--- src/rtl/cfgrx_pkg.sv ---
package cfgrx_pkg;

    // bytes consumed before the first data byte: address, command, count
    localparam int HDR_BYTES = 3;

    typedef enum logic [1:0] {
        RX_IDLE,
        RX_SHIFT,
        RX_ACK,
        RX_SKIP
    } rx_state_e;

    typedef struct packed {
        logic start;
        logic stop;
        logic rise;
        logic fall;
        logic sda;
    } bus_evt_t;

    function automatic logic addr_hit(input logic [7:0] rx, input logic [7:0] dev);
        return rx == dev;
    endfunction

endpackage

--- src/rtl/cfgrx_sync.sv ---
module cfgrx_sync #(
    parameter int W      = 2,
    parameter int STAGES = 2
) (
    input  logic         clk,
    input  logic         rst,
    input  logic [W-1:0] d,
    output logic [W-1:0] q
);
    logic [W-1:0] chain [STAGES];

    // idle bus lines are high, so reset to ones
    always_ff @(posedge clk) begin
        if (rst) chain[0] <= '1;
        else     chain[0] <= d;
    end

    for (genvar s = 1; s < STAGES; s++) begin : g_stage
        always_ff @(posedge clk) begin
            if (rst) chain[s] <= '1;
            else     chain[s] <= chain[s-1];
        end
    end

    assign q = chain[STAGES-1];
endmodule

--- src/rtl/cfgrx_cond.sv ---
module cfgrx_cond
    import cfgrx_pkg::*;
(
    input  logic     clk,
    input  logic     rst,
    input  logic     scl,
    input  logic     sda,
    output bus_evt_t ev
);
    logic scl_d, sda_d;

    always_ff @(posedge clk) begin
        if (rst) begin
            scl_d <= 1'b1;
            sda_d <= 1'b1;
        end else begin
            scl_d <= scl;
            sda_d <= sda;
        end
    end

    always_comb begin
        ev.rise  = scl & ~scl_d;
        ev.fall  = ~scl & scl_d;
        ev.start = scl & scl_d & sda_d & ~sda;
        ev.stop  = scl & scl_d & ~sda_d & sda;
        ev.sda   = sda;
    end
endmodule

--- src/rtl/cfgrx_ctrl.sv ---
module cfgrx_ctrl
    import cfgrx_pkg::*;
#(
    parameter int          NREG     = 7,
    parameter logic [7:0]  DEV_ADDR = 8'hD2,
    localparam int FRAME = HDR_BYTES + NREG,
    localparam int BW    = $clog2(FRAME + 1),
    localparam int IW    = (NREG > 1) ? $clog2(NREG) : 1
) (
    input  logic          clk,
    input  logic          rst,
    input  bus_evt_t      ev,
    output logic          ack,
    output logic          addr_ok,
    output logic          wr_en,
    output logic [IW-1:0] wr_idx,
    output logic [7:0]    wr_data
);
    localparam logic [BW-1:0] HDR_B  = BW'(HDR_BYTES);
    localparam logic [BW-1:0] LAST_B = BW'(FRAME - 1);

    rx_state_e     state;
    logic [7:0]    shreg;
    logic [3:0]    bitcnt;
    logic [BW-1:0] byte_idx;

    always_ff @(posedge clk) begin
        if (rst) begin
            state    <= RX_IDLE;
            shreg    <= '0;
            bitcnt   <= '0;
            byte_idx <= '0;
            ack      <= 1'b0;
            addr_ok  <= 1'b0;
            wr_en    <= 1'b0;
            wr_idx   <= '0;
            wr_data  <= '0;
        end else begin
            wr_en <= 1'b0;
            if (ev.start) begin
                state    <= RX_SHIFT;
                bitcnt   <= '0;
                byte_idx <= '0;
                addr_ok  <= 1'b0;
                ack      <= 1'b0;
            end else if (ev.stop) begin
                state   <= RX_IDLE;
                addr_ok <= 1'b0;
                ack     <= 1'b0;
            end else begin
                case (state)
                    RX_SHIFT: begin
                        if (ev.rise && bitcnt != 4'd8) begin
                            shreg  <= {shreg[6:0], ev.sda};
                            bitcnt <= bitcnt + 4'd1;
                        end else if (ev.fall && bitcnt == 4'd8) begin
                            if (byte_idx == '0) begin
                                if (addr_hit(shreg, DEV_ADDR)) begin
                                    addr_ok <= 1'b1;
                                    ack     <= 1'b1;
                                    state   <= RX_ACK;
                                end else begin
                                    state <= RX_SKIP;
                                end
                            end else if (byte_idx <= LAST_B) begin
                                ack   <= 1'b1;
                                state <= RX_ACK;
                                if (byte_idx >= HDR_B) begin
                                    wr_en   <= 1'b1;
                                    wr_idx  <= IW'(byte_idx - HDR_B);
                                    wr_data <= shreg;
                                end
                            end else begin
                                state <= RX_SKIP;
                            end
                        end
                    end
                    RX_ACK: begin
                        if (ev.fall) begin
                            ack      <= 1'b0;
                            state    <= RX_SHIFT;
                            bitcnt   <= '0;
                            byte_idx <= byte_idx + 1'b1;
                        end
                    end
                    default: ;
                endcase
            end
        end
    end
endmodule

--- src/rtl/cfgrx_top.sv ---
module cfgrx_top
    import cfgrx_pkg::*;
#(
    parameter int                NREG        = 7,
    parameter logic [7:0]        DEV_ADDR    = 8'hD2,
    parameter int                SYNC_STAGES = 2,
    parameter logic [NREG*8-1:0] DEFAULTS    = 56'h5A_00_C3_FF_10_24_81,
    localparam int IW = (NREG > 1) ? $clog2(NREG) : 1
) (
    input  logic              clk,
    input  logic              rst,
    input  logic              scl_in,
    input  logic              sda_in,
    output logic              sda_pull_low,
    output logic [NREG*8-1:0] cfg_bytes,
    output logic [NREG-1:0]   upd_stb
);
    logic [1:0]    bus_q;
    logic          scl_q;
    bus_evt_t      ev;
    logic          addr_ok;
    logic          wr_en;
    logic [IW-1:0] wr_idx;
    logic [7:0]    wr_data;

    cfgrx_sync #(.W(2), .STAGES(SYNC_STAGES)) u_sync (
        .clk (clk),
        .rst (rst),
        .d   ({scl_in, sda_in}),
        .q   (bus_q)
    );

    assign scl_q = bus_q[1];

    cfgrx_cond u_cond (
        .clk (clk),
        .rst (rst),
        .scl (bus_q[1]),
        .sda (bus_q[0]),
        .ev  (ev)
    );

    cfgrx_ctrl #(.NREG(NREG), .DEV_ADDR(DEV_ADDR)) u_ctrl (
        .clk     (clk),
        .rst     (rst),
        .ev      (ev),
        .ack     (sda_pull_low),
        .addr_ok (addr_ok),
        .wr_en   (wr_en),
        .wr_idx  (wr_idx),
        .wr_data (wr_data)
    );

    for (genvar k = 0; k < NREG; k++) begin : g_reg
        logic hit;
        assign hit = wr_en && (wr_idx == IW'(k));
        always_ff @(posedge clk) begin
            if (rst) begin
                cfg_bytes[k*8 +: 8] <= DEFAULTS[k*8 +: 8];
                upd_stb[k]          <= 1'b0;
            end else begin
                upd_stb[k] <= hit;
                if (hit) cfg_bytes[k*8 +: 8] <= wr_data;
            end
        end
    end
endmodule

--- config.mk ---
export PLATFORM = sky130hd
export DESIGN_NAME = cfgrx_top
export DESIGN_NICKNAME = d
export VERILOG_FILES = /design/src/rtl/cfgrx_pkg.sv /design/src/rtl/cfgrx_sync.sv /design/src/rtl/cfgrx_cond.sv /design/src/rtl/cfgrx_ctrl.sv /design/src/rtl/cfgrx_top.sv
export SDC_FILE = /design/constraint.sdc
export NUM_CORES = 1
export LEC_CHECK = 0
export ABC_AREA = 1
export BUFFER_PORTS_ARGS = -buffer_cell sky130_fd_sc_hd__buf_2
export CAP_MARGIN = 30
export CORE_MARGIN = 5
export CORE_UTILIZATION = 40
export CTS_CLUSTER_DIAMETER = 30
export DETAILED_ROUTE_END_ITERATION = 7
export PLACE_DENSITY = 0.71
export REMOVE_ABC_BUFFERS = 1
export SLEW_MARGIN = 20
export SYNTH_ARGS = -nofsm -noshare
export SYNTH_HDL_FRONTEND = slang
export SYNTH_SLANG_ARGS = --single-unit
--- constraint.sdc ---
create_clock -name clk -period 4.2 [get_ports clk]
set_input_delay 0.21 -clock clk [delete_from_list [all_inputs] [get_ports clk]]
set_output_delay 0.21 -clock clk [all_outputs]
set_load 0.02 [all_outputs]
==> metrics.md <==
| Metric | Value |
|---|---|
| Netlist Area Pre-Place | 3870 um2 |
| Total number of H-tree levels | 3 |
| Remaining antenna violation count after routing | 0 |
| Drt total wl | 8.66 mm |
| Layout Skew | 0.0116 ns |
| CTS tree | yes |
| Post-route cell area | 4470 um2 |
| Tot GR Track Use | 15.1% |
| WL/cell | 12.3 um |
| Total power draw | 1.74 mW |
| P&R area growth vs syn | 15.3% |
| Worst path bufs/invs | 3 |
| Crit Path Max Fanout | 12 |
| Syn Inst Count | 508 |
| DIE WIDTH | 108 um |
| Largest delay share family, worst path | simple AND/OR/NAND/NOR gates |
| Met1 wire length | 3.99 mm |
| Pwr dens | 389 nW/um2 |
| Setup bufs post-CTS | 0 |
| Startpoint types | flop |
| Status | finished, final reports clean |
| # rows | 36 |
| Remaining DRCs | 0 |
| First-pass GRT wire length | 14.3 mm |
| Slew Limit Fails | 0 |
| CP Capture Type | flop |
| CP dominant cell by count | nor2_1 |
| RSZ-0062 raised after global routing | no |
| Hold crit path type | input port to flop |
| Cts repair resizes | 0 |
| CP max-delay cell | dfxtp_1 |
| Setup WS post-layout | 2.55 ns |
| RePlAce Congestion | 0.805 |
| Core ar. | 9590 um2 |
| Critical path data required time | 4.46 ns |
| Post-DP Area | 4290 um2 |
| Non-Filler Instances | 705 |
| Most frequent cells in the layout | 124 x nor2_1, 100 x dfxtp_1, 83 x nand2_1, 67 x buf_2, 54 x o21ai_0 |
| Clk Latency, worst-skew pair | 0.36 ns |
| CTS Sinks | 100 |
| Max layer used | met4 |
| Fin. Hold Viols | 0 |
| Max Cap Viol | 0 |
| Slew HR | 55.0% |
| Final setup viols | 0 |
| First DRT Iteration DRCs | 213 |
| Minimum clock period | 1.65 ns |
| I/O pin cnt | 68 |
| Pre-CTS setup slack | 2.44 ns |
| Register area share after synthesis | 51.7% |
| Starting Density | 40.4% |
| Fillers | 951 |
| Tcrit/Tclk final | 39.4% |
| Synth Warn # | 0 |
| Layout Nets | 580 |
| Die Footprint | 11700 um2 |
| DR WL met3 | 671 um |
| DR vias | 3255 |
| Final core occ | 46.6% |
| # diodes | 0 |
| Number of I/O port buffers | 67 |
| Die Y | 108 um |
| Synth Register Bits | 100 |
| Layout cells sized above 1 | 18.7% |
| Initial DRT Pass Iterations | 5 |
| Slew @ Worst Pin | 0.674 ns |
| Vias per cell | 4.62 |
| Root buffer cell | clkbuf_8 |
| Commonest non-fill, non-tap cell in the layout | nor2_1 |
| Post-Place Cells | 690 |
| Initial antenna violation count | 0 |
| Hold-fix buffers, CTS | 0 |
| Vias in the first global route | 2999 |
| Lkg Pwr | 2.22 nW |
| Inserted Clock Buffers | 9 |
| Netlist cell types | 25 |
| Max stage delay on crit path | 0.34 ns |
| Clock Path Buffers | 2 |
| Largest net degree at the start of global routing | 49 |
| Post-detail-place hpwl | 6.20 mm |
| F_max | 605 MHz |
| Syn Area/Cell | 7.62 um2 |
| Kind of critical path | flop to flop |
| Worst IR Drop VDD | 0.000198 V |
| Clk slew on worst S/H paths | 0.10 ns |
| Setup Total Neg Slack | 0 ns |
| Remaining global-route overflow | 0 |
| Crit path DAT | 1.91 ns |
| Worst path cell trace | inv_1, ha_1, nor2_1, o21ai_1, inv_1, nor2_1, nand2_2, inv_2, nand2_1, nand2_1, nor2_1 |
| Wire length on met2 | 3.95 mm |
| Final Hold Slack | 0.0305 ns |
## where the power goes
part	switching, mW	internal [mW]	leakage, nW
clock network	0.340	0.225	0.0933
logic	0.128	0.0608	1.32
registers	0.0143	0.969	0.808
total	0.482	1.25	2.22
## cell usage after synthesis
library cell	n	area, um2
a21oi_1	14	70.1
buf_2	8	40.0
buf_6	2	22.5
clkbuf_1	9	33.8
clkinv_1	6	22.5
dfxtp_1	100	2000
ha_1	8	100
inv_1	37	139
inv_2	6	22.5
nand2_1	83	312
nand2_2	4	25.0
nand3_1	32	160
nand4_1	1	6.26
nor2_1	124	465
nor2_4	6	67.6
nor3_1	1	5.00
nor3_2	2	20.0
nor3_4	1	16.3
nor3b_1	1	7.51
o21ai_0	54	270
o21ai_1	1	5.00
o21ai_2	1	8.76
or2_2	4	25.0
xnor2_1	1	8.76
xor2_1	2	17.5
## state kept, by name, summed over array words and instances, names as in the netlist
name	cells
u_ctrl.byte_idx	4
u_ctrl.wr_data	8
u_cond.sda_d	1
u_ctrl.bitcnt	4
u_ctrl.wr_en	1
upd_stb	7
u_cond.scl_d	1
u_ctrl.shreg	8
u_ctrl.ack	1
cfg_bytes	56
u_ctrl.wr_idx	3
u_ctrl.state	2
u_sync.chain	4
## per-layer routing
layer | track usage [%] | up-vias
met1 | 20.0 | 1450
met2 | 25.0 | 95
met4 | 3.43 | 0
met3 | 3.64 | 5
met5 | 0 | -
li1 | - | 1705
## path summary, 6_finish.rpt
check | to | from | slack [ns] | cells after the start
worst max-delay path | u_ctrl.wr_idx[2] | u_ctrl.byte_idx[0] | 2.55 | 11
worst min-delay path | u_sync.chain[0][0] | sda_in | 0.03 | 2
worst max register to register | u_ctrl.wr_idx[2] | u_ctrl.byte_idx[0] | 2.55 | 11
worst min register to register | u_sync.chain[1][1] | u_sync.chain[0][1] | 0.42 | 1
## logic make-up (layout without fill, tap and decap cells)
logic type	Yosys count	after routing	share of synthesized area (%)
AOI/OAI and AO/OA	70	70	9.14
DFF	100	100	51.7
buffers and inverters	68	132	7.24
and+or+nand+nor	259	259	28.7
xor gates and xnor gates	3	3	0.679
adders and majority gates	8	8	2.58
## cell type report
type	instances	area (um2)	area share, %
sequential	100	2000	44.8
inverter	49	184	4.12
clock buffer	9	124	2.77
clock inverter	6	57.6	1.29
tap	133	166	3.73
multi-input combinational	340	1590	35.6
timing repair buffer	68	343	7.68
(Power assumes the default switching activity.)
